**config.mk**
```make
export PLATFORM = sky130hd
export DESIGN_NAME = ivl_timer_top
export DESIGN_NICKNAME = d
export VERILOG_FILES = /design/src/rtl/ivl_timer_pkg.sv /design/src/rtl/ivl_timer_regs.sv /design/src/rtl/ivl_timer_counter.sv /design/src/rtl/ivl_timer_irq.sv /design/src/rtl/ivl_timer_top.sv
export SDC_FILE = /design/constraint.sdc
export NUM_CORES = 1
export LEC_CHECK = 0
export ABC_AREA = 1
export ABC_CLOCK_PERIOD_IN_PS = 1600
export BUFFER_PORTS_ARGS = -buffer_cell sky130_fd_sc_hd__buf_2
export CORE_ASPECT_RATIO = 0.8
export CORE_MARGIN = 8
export CORE_UTILIZATION = 35
export DETAILED_ROUTE_END_ITERATION = 6
export GPL_ROUTABILITY_DRIVEN = 0
export SETUP_SLACK_MARGIN = 0.1
export SYNTH_ARGS = -nofsm -noshare
export SYNTH_HDL_FRONTEND = slang
export SYNTH_SLANG_ARGS = --single-unit
export TNS_END_PERCENT = 30
```
**constraint.sdc**
```tcl
create_clock -name clk -period 1.6 [get_ports clk]
set_input_delay 0.32 -clock clk [delete_from_list [all_inputs] [get_ports clk]]
set_output_delay 0.32 -clock clk [all_outputs]
set_load 0.005 [all_outputs]
```
**src/rtl/ivl_timer_pkg.sv**
```systemverilog
// Shared constants and types for the preloadable interval timer.
// Assumes an 8-bit bus and a counter that is a whole number of bytes wide.
package ivl_timer_pkg;
    localparam int DATA_W    = 8;
    localparam int CNT_W     = 16;
    localparam int ADDR_W    = 3;
    localparam int LVL_W     = 3;
    localparam int CNT_BYTES = CNT_W / DATA_W;

    localparam logic [ADDR_W-1:0] A_PRE_HI = ADDR_W'(0);
    localparam logic [ADDR_W-1:0] A_CNT_HI = ADDR_W'(CNT_BYTES);
    localparam logic [ADDR_W-1:0] A_CTRL   = ADDR_W'(2 * CNT_BYTES);
    localparam logic [ADDR_W-1:0] A_INTC   = ADDR_W'(2 * CNT_BYTES + 1);

    localparam int INTC_PEND_BIT = 7;
    localparam int INTC_EN_BIT   = 3;

    typedef enum logic [1:0] {
        MODE_CLEAR    = 2'd0,
        MODE_HOLD     = 2'd1,
        MODE_HOLD_ALT = 2'd2,
        MODE_RUN      = 2'd3
    } tmr_mode_e;
endpackage

```
**src/rtl/ivl_timer_regs.sv**
```systemverilog
// Register file of the timer: preload, mode, enable and level storage,
// write strobes for the count bytes and the acknowledge, and the read mux.
// Assumes one byte access per clock; high byte at the lower address.
module ivl_timer_regs
    import ivl_timer_pkg::*;
(
    input  logic                 clk,
    input  logic                 rst_n,
    input  logic [ADDR_W-1:0]    bus_addr,
    input  logic                 bus_wr,
    input  logic [DATA_W-1:0]    bus_wdata,
    input  logic [CNT_W-1:0]     count,
    input  logic                 pending,
    output logic [DATA_W-1:0]    bus_rdata,
    output logic [CNT_W-1:0]     preload,
    output tmr_mode_e            mode,
    output logic                 irq_en,
    output logic [LVL_W-1:0]     level,
    output logic [CNT_BYTES-1:0] cnt_we,
    output logic                 ack
);
    // Preload byte lanes and count byte strobes, one per byte of the counter.
    for (genvar b = 0; b < CNT_BYTES; b++) begin : g_byte
        localparam int LSB = (CNT_BYTES - 1 - b) * DATA_W;
        logic pre_we;
        assign pre_we    = bus_wr && (bus_addr == A_PRE_HI + ADDR_W'(b));
        assign cnt_we[b] = bus_wr && (bus_addr == A_CNT_HI + ADDR_W'(b));

        // Purpose: hold one byte of the preload value.
        always_ff @(posedge clk) begin
            if (!rst_n)      preload[LSB +: DATA_W] <= '0;
            else if (pre_we) preload[LSB +: DATA_W] <= bus_wdata;
        end
    end

    // Purpose: hold the mode code and the interrupt enable and level.
    always_ff @(posedge clk) begin
        if (!rst_n) begin
            mode   <= MODE_CLEAR;
            irq_en <= 1'b0;
            level  <= '0;
        end else if (bus_wr && bus_addr == A_CTRL) begin
            mode <= tmr_mode_e'(bus_wdata[1:0]);
        end else if (bus_wr && bus_addr == A_INTC) begin
            irq_en <= bus_wdata[INTC_EN_BIT];
            level  <= bus_wdata[LVL_W-1:0];
        end
    end

    assign ack = bus_wr && (bus_addr == A_INTC) && bus_wdata[INTC_PEND_BIT];

    // Purpose: select the addressed byte for reading; unmapped bytes read 0.
    always_comb begin
        bus_rdata = '0;
        for (int b = 0; b < CNT_BYTES; b++) begin
            if (bus_addr == A_PRE_HI + ADDR_W'(b))
                bus_rdata = preload[(CNT_BYTES - 1 - b) * DATA_W +: DATA_W];
            if (bus_addr == A_CNT_HI + ADDR_W'(b))
                bus_rdata = count[(CNT_BYTES - 1 - b) * DATA_W +: DATA_W];
        end
        if (bus_addr == A_CTRL) begin
            bus_rdata[1:0] = mode;
        end
        if (bus_addr == A_INTC) begin
            bus_rdata[INTC_PEND_BIT] = pending;
            bus_rdata[INTC_EN_BIT]   = irq_en;
            bus_rdata[LVL_W-1:0]     = level;
        end
    end
endmodule

```
**src/rtl/ivl_timer_counter.sv**
```systemverilog
// Up-counter core: clears, freezes or steps on tick, and reloads from the
// preload on the tick that would pass the all-ones value.
// Assumes the mode decode is stable for the clock it is sampled in.
module ivl_timer_counter
    import ivl_timer_pkg::*;
(
    input  logic                 clk,
    input  logic                 rst_n,
    input  tmr_mode_e            mode,
    input  logic                 tick,
    input  logic [CNT_W-1:0]     preload,
    input  logic [CNT_BYTES-1:0] cnt_we,
    input  logic [DATA_W-1:0]    bus_wdata,
    output logic [CNT_W-1:0]     count,
    output logic                 wrap
);
    logic [CNT_W-1:0] wr_val;
    logic             step;

    // Purpose: merge written bytes into the current count.
    always_comb begin
        wr_val = count;
        for (int b = 0; b < CNT_BYTES; b++) begin
            if (cnt_we[b]) wr_val[(CNT_BYTES - 1 - b) * DATA_W +: DATA_W] = bus_wdata;
        end
    end

    assign step = (mode == MODE_RUN) && tick && !(|cnt_we);
    assign wrap = step && (count == '1);

    // Purpose: update the count by priority clear, bus write, reload, step.
    always_ff @(posedge clk) begin
        if (!rst_n)                 count <= '0;
        else if (mode == MODE_CLEAR) count <= '0;
        else if (|cnt_we)           count <= wr_val;
        else if (wrap)              count <= preload;
        else if (step)              count <= count + CNT_W'(1);
    end
endmodule

```
**src/rtl/ivl_timer_irq.sv**
```systemverilog
// Interrupt stage: latches a pending flag on wrap, clears it on a
// write-one acknowledge, and gates the request with enable and level.
// Assumes a wrap and an acknowledge in one clock must not lose the event.
module ivl_timer_irq
    import ivl_timer_pkg::*;
(
    input  logic             clk,
    input  logic             rst_n,
    input  logic             wrap,
    input  logic             ack,
    input  logic             irq_en,
    input  logic [LVL_W-1:0] level,
    output logic             pending,
    output logic             irq,
    output logic [LVL_W-1:0] irq_level
);
    // Purpose: pending flag; a new wrap wins over an acknowledge.
    always_ff @(posedge clk) begin
        if (!rst_n)    pending <= 1'b0;
        else if (wrap) pending <= 1'b1;
        else if (ack)  pending <= 1'b0;
    end

    assign irq       = pending && irq_en && (|level);
    assign irq_level = level;
endmodule

```
**src/rtl/ivl_timer_top.sv**
```systemverilog
// Top of the preloadable interval timer: wires the register file, the
// counter core and the interrupt stage. Assumes tick is a one-clock strobe.
module ivl_timer_top
    import ivl_timer_pkg::*;
(
    input  logic              clk,
    input  logic              rst_n,
    input  logic              tick,
    input  logic [ADDR_W-1:0] bus_addr,
    input  logic              bus_wr,
    input  logic [DATA_W-1:0] bus_wdata,
    output logic [DATA_W-1:0] bus_rdata,
    output logic              irq,
    output logic [LVL_W-1:0]  irq_level
);
    logic [CNT_W-1:0]     count_q;
    logic [CNT_W-1:0]     preload_q;
    tmr_mode_e            mode_q;
    logic                 irq_en_q;
    logic [LVL_W-1:0]     level_q;
    logic [CNT_BYTES-1:0] cnt_we;
    logic                 ack;
    logic                 wrap;
    logic                 pending_q;

    ivl_timer_regs u_regs (
        .clk(clk), .rst_n(rst_n), .bus_addr(bus_addr), .bus_wr(bus_wr),
        .bus_wdata(bus_wdata), .count(count_q), .pending(pending_q),
        .bus_rdata(bus_rdata), .preload(preload_q), .mode(mode_q),
        .irq_en(irq_en_q), .level(level_q), .cnt_we(cnt_we), .ack(ack)
    );

    ivl_timer_counter u_cnt (
        .clk(clk), .rst_n(rst_n), .mode(mode_q), .tick(tick),
        .preload(preload_q), .cnt_we(cnt_we), .bus_wdata(bus_wdata),
        .count(count_q), .wrap(wrap)
    );

    ivl_timer_irq u_irq (
        .clk(clk), .rst_n(rst_n), .wrap(wrap), .ack(ack), .irq_en(irq_en_q),
        .level(level_q), .pending(pending_q), .irq(irq), .irq_level(irq_level)
    );
endmodule

```
==> reports/metrics.cfg, run 1 <==
[route]
wire_per_inst_um=15.2
viasPerCell=5.20
totalWireLength_mm=8.54
vias=2920
drt_iter0_drc=206
drc=0
dr.pass1.iters=4
ant_nets=0

[timing]
skew_ps=5.21
max-slew-margin-rel_pct=78.0
finalSetupTns_ps=0
min_period_over_period_pct=96.1
fmax_mhz=651
whs_ps=294
layout_setup_ws_ps=63.0
post-route-min-period_ps=1540
report.final.slew_viol_count=0
rsz0062_at_grt=true
finalHoldViolCount=0
tightestPinTransition_ps=329
setup_viol_count_final=0

[placed_design]
dp_slack_ps=-82.1
place_inst=537
place_hpwl_mm=6.57
numPortBuffers=26

[logic_synthesis]
synth_area_um2=2570
syn-num-nets=412
synth_top_area_cell=dfxtp_1
avgSynthCellArea_um2=6.50
synth.area.mux_share_pct=0
synthSimpleGateAreaFrac_pct=36.6
synth-xor-area-share_pct=0.681
synth.distinct_cells=30
synth_fa_ha_area_share_pct=0.486
synth_top_cell_area_share_pct=30.3
yosysWarnings=0
synth_compound_area_share_pct=21.5
postSynthCellCount=396
synthTopCellsByArea=dfxtp_1 (30%), nand2_1 (11%), inv_1 (8.0%)
synth-seq-cells=39
seq_area_frac_synth_pct=30.3
synth_top_family_by_area=simple AND/OR/NAND/NOR gates

[cells_and_area]
fillers=737
diodes=0
multi_input_area_um2=1690
nets=487
areaGrowthSynthToFinish_pct=36.2
fin_cells=562
drive_above_1_share_pct=33.9
ff_latch_area_um2=791

[global_route]
grt_pass1_vias=2776
grt_max_degree=22
grt_remaining_overflow=0
grt_usage_pct=16.8
grt_pass1_wl_mm=13.9
antenna_found_initial=0

[worst_hold_path]
hold_class=in2reg
holdPathStages=3
min_delay_worst_endpoint=u_regs.preload[4]
worstHoldStart=bus_wdata[4]

[power]
power.switching_uw=524
sequentialPowerShare_pct=47.8
cellPowerDensity_nw_per_um2=599
p_int_uw=1580
p_leak_uw=0.00158
p_comb_share_pct=10.5
p_clk_share_pct=41.7
total_power_uw=2100
switching_share_pct=24.9
peakVddDrop_v=0.000347

[worst_setup_path]
r2r-start=u_cnt.count[0]
r2r_slack_ps=100
crit_slowest_cell=dfxtp_2
slowest_delay_ps=330
crit_type=reg2out
cp.arrival_ps=1220
r2r_cells=10
timing.rr.end=u_cnt.count[1]
crit_required_ps=1280
critical_path_peak_fanout=2
critPathLaunchType=register
end_kind=primary output
crit_chain=buf_6 > inv_4 > o22ai_2 > a21oi_1 > o2111ai_1 > buf_2

[clock_tree]
cts_hold_buf=0
numClockSinks=39
clk_pin_slew_ps=80
clock_path_buffers=2
cts_tree=yes
cts-root-buf=clkbuf_8
clock_latency_ps=300
cts-htree-levels=2
cts_buffers=5

[outcome]
status=complete, no violations

[floorplanning]
die_h_um=92.7
die_area_um2=10400
core_um2=7250
ioPinCount=27
start_util_pct=35.5
die_x_um=112
rows=28

[flow_run]
maxCapViolCount=0

## registers in the layout (all words and copies together), names as in the netlist
name and count:
u_cnt.count 16, u_regs.preload 16, u_regs.level 3, u_regs.mode 2, u_irq.pending 1, u_regs.irq_en 1
## cell usage in the layout (no fill, tap or decap), types with 4 or more instances in the layout
master / Yosys / final
nand2_2: 3 / 5
nor2_1: 42 / 37
nor2_4: 5 / 8
nand3_2: 11 / 14
buf_2: 4 / 25
buf_4: 1 / 43
dfxtp_1: 39 / 31
o22ai_1: 8 / 4
dfxtp_2: 0 / 8
o21ai_0: 41 / 41
a21oi_2: 7 / 12
clkbuf_8: 0 / 6
a21oi_1: 41 / 36
inv_1: 55 / 48
nand2_4: 2 / 4
nand2_1: 74 / 69
nand3_1: 31 / 27
inv_4: 0 / 6
nand3b_1: 6 / 6
nand4_1: 7 / 7
buf_6: 1 / 9
## per-stage QoR
| step | util (%) | cell area [um2] |
|---|---|---|
| floorplan | - | 2580 |
| global placement | 41.7 | 3030 |
| detailed placement | 41.7 | 3030 |
| CTS | 46.4 | 3360 |
| global route | 48.3 | 3510 |
| finish | 48.3 | 3510 |
## cells in the mapped netlist, drive strengths merged
| cell type | instances |
|---|---|
| nand3 | 43 |
| o2111ai | 2 |
| nor3 | 1 |
| buf | 6 |
| o211ai | 1 |
| a21oi | 48 |
| dfxtp | 39 |
| ha | 1 |
| nand2 | 79 |
| or2 | 1 |
| a31oi | 1 |
| o21ai | 41 |
| xnor2 | 2 |
| o22ai | 8 |
| clkbuf | 4 |
| nand4 | 7 |
| nand3b | 6 |
| inv | 57 |
| nor2 | 49 |
## repair_timing
item                       4_1_cts  5_1_grt
setup endpoints to repair       24       25
pin swaps                       12       13
gates resized for setup         39       30
buffers inserted                13        4
## layer usage
metal / share of wire, % / vias up / global-route usage (%)
li1: - / 1465 / -
met1: 47 / 1334 / 22.6
met2: 44 / 106 / 26.6
met3: 6.5 / 15 / 2.80
met4: 2.1 / 0 / 6.02
met5: 0 / - / 0
## logic make-up after synthesis
family / Yosys count
xor+xnor: 2
buf+inv: 67
compound gates: 101
flops: 39
fa+ha+maj: 1
simple gates: 186
## power groups by stage
stage	logic [uW]	registers [uW]	clock network, uW
5_1_grt	243	1010	926
3_3_place_gp	196	1020	0
2_1_floorplan	103	1020	0
3_5_place_dp	198	1020	0
6_report	221	1000	875
4_1_cts	209	1000	896
## worst max path at each step
| stage | end | depth (start not counted) | startpoint | slack, ps |
|---|---|---|---|---|
| finish | bus_rdata[1] | 6 | u_cnt.count[9] | 60 |
| detailed placement | bus_rdata[2] | 7 | bus_addr[1] | -80 |
| global placement | bus_rdata[2] | 7 | bus_addr[1] | -50 |
| CTS | u_cnt.count[0] | 10 | u_cnt.count[1] | 40 |
| global route | u_cnt.count[1] | 10 | u_cnt.count[0] | 1 |
| floorplan | u_cnt.count[5] | 10 | u_cnt.count[0] | 120 |
## critical path, delay by kind of cell, from the launching register on
kind / cells / cell delay, ps
buf+inv: 3 / 320
flops: 1 / 330
compound gates: 3 / 290
## area by class of cell
type	count	area share [%]
Clock inverter	2	0.999
Inverter	57	6.53
Sequential cell	39	22.6
Clock buffer	6	2.36
Timing Repair Buffer	78	16.2
Tap cell	90	3.21
Multi-Input combinational cell	290	48.1
Power figures use the tool's default switching activity.
==> run 2: changes to the inputs <==
--- a/config.mk
+++ b/config.mk
@@ -13,6 +13,7 @@
 export CORE_UTILIZATION = 35
 export DETAILED_ROUTE_END_ITERATION = 6
 export GPL_ROUTABILITY_DRIVEN = 0
+export PLACE_DENSITY_LB_ADDON = 0.15
 export SETUP_SLACK_MARGIN = 0.1
 export SYNTH_ARGS = -nofsm -noshare
 export SYNTH_HDL_FRONTEND = slang
==> run 2 against run 1 <==
Non-clock buffer count grew 6. Largest power group unchanged. Sequential share of layout area decreased by 0.082 points. Highest routed layer unchanged. Count of clock-buffer cells in the layout down 1. Clock power is 17% lower. Routed wire length is 4.4% higher.
==> reports/metrics.cfg, run 2 (synthesis results as in run 1) <==
[timing]
max-slew-margin-rel_pct=72.3
post-route-min-period_ps=1550
layout_setup_ws_ps=45.9
fmax_mhz=643
report.final.slew_viol_count=0
setup_viol_count_final=0
finalSetupTns_ps=0
finalHoldViolCount=0
rsz0062_at_grt=true
min_period_over_period_pct=97.1
tightestPinTransition_ps=414
skew_ps=9.59

[clock_tree]
cts_hold_buf=0
numClockSinks=39
cts_buffers=5
cts-root-buf=clkbuf_8
cts-htree-levels=2
clock_latency_ps=300
cts_tree=yes
clock_path_buffers=2
clk_pin_slew_ps=70

[cells_and_area]
nets=493
final_common_cell=nand2_1
top_regs=u_cnt.count: 16 flops, u_regs.preload: 16 flops, u_regs.level: 3 flops
most-common-layout-cells=nand2_1 (69), buf_4 (49), inv_1 (46)
areaGrowthSynthToFinish_pct=37.6
drive_above_1_share_pct=36.2
fillers=758
ff_latch_area_um2=796
multi_input_area_um2=1690
diodes=0

[route]
viasPerCell=5.16
totalWireLength_mm=8.92
dr.pass1.iters=5
ant_nets=0
drt_iter0_drc=206
vias=2931
drc=0
wire_per_inst_um=15.7

[global_route]
grt_pass1_wl_mm=14.0
antenna_found_initial=0
grt_max_degree=24
grt_usage_pct=17.0
grt_pass1_vias=2773
grt_remaining_overflow=0

[floorplanning]
die_area_um2=10400
start_util_pct=35.5
rows=28
ioPinCount=27
die_x_um=112
die_h_um=92.7
core_um2=7250

[power]
p_clk_share_pct=36.8
p_leak_uw=0.00160
peakVddDrop_v=0.000310
cellPowerDensity_nw_per_um2=554
p_int_uw=1390
p_comb_share_pct=12.0
sequentialPowerShare_pct=51.2
switching_share_pct=29.2
power.switching_uw=573

[worst_setup_path]
critPathLaunchType=input pin
crit_type=in2out
crit_required_ps=1280
critical_path_peak_fanout=8
end_kind=primary output
r2r_cells=11
cp.arrival_ps=1230

[placed_design]
place_hpwl_mm=6.69
numPortBuffers=26
dp_slack_ps=-29.6

[worst_hold_path]
hold_class=in2reg
holdPathStages=3

[outcome]
status=complete, no violations

[flow_run]
maxCapViolCount=0

run 2: cell count changes in the layout (fill, tap and decap cells not counted), sizes merged:
| cell | delta |
|---|---|
| clkbuf | -1 |
| clkinv | +2 |
| inv | -1 |
| buf | +6 |
| bufinv | -1 |
| clkinvlp | +1 |
run 2: worst max-delay path, stage by stage:
cell,delay (ps)
buf_4,110
clkinv_4,80
nand3_2,80
buf_6,160
o22ai_2,80
a21oi_1,140
nand3_1,120
buf_2,150
run 2: layout make-up:
cell class / instances / area share, %
multi-input combinational: 290 / 47.6
inverter: 57 / 6.61
timing repair buffer: 84 / 17.5
clock inverter: 3 / 0.707
clock buffer: 5 / 1.94
tap: 90 / 3.18
sequential: 39 / 22.5
run 2: layer usage:
metal	routed length, um	up-vias	GRT usage (%)
met5	0	-	0
met4	109	0	4.54
met3	466	13	3.06
met2	4040	70	27.6
met1	4310	1369	22.7
li1	-	1479	-
run 2: worst paths after layout:
kind	start	end	slack, ps
hold reg to reg	u_regs.mode[0]	u_regs.mode[0]	490
hold / removal	bus_wdata[6]	u_regs.preload[6]	290
setup reg to reg	u_cnt.count[0]	u_cnt.count[15]	120
setup / recovery	bus_addr[2]	bus_rdata[7]	50
run 2: stage by stage:
step | cell area (um2) | cells | util [%] | hold WS (ps) | total power (uW)
2_1_floorplan | 2580 | 396 | - | 445 | 1130
3_3_place_gp | 3030 | 538 | 41.8 | 472 | 1220
3_5_place_dp | 3030 | 538 | 41.8 | 469 | 1220
4_1_cts | 3360 | 560 | 46.3 | 288 | 1940
5_1_grt | 3540 | 568 | 48.8 | 303 | 2030
6_report | 3540 | 568 | 48.8 | 295 | 1960
run 2: power groups by stage:
stage               clock network (uW)  registers (uW)  logic, uW
floorplan                            0            1020        103
global placement                     0            1030        198
detailed placement                   0            1030        199
CTS                                721            1000        216
global route                       767            1010        256
finish                             723            1000        236
run 2: repair_timing:
| action | in CTS | in global routing |
|---|---|---|
| cloned | 0 | 0 |
| endpoints found under the setup margin | 24 | 24 |
| resized for setup | 49 | 29 |
| setup buffers | 14 | 8 |
| pin swaps | 11 | 11 |
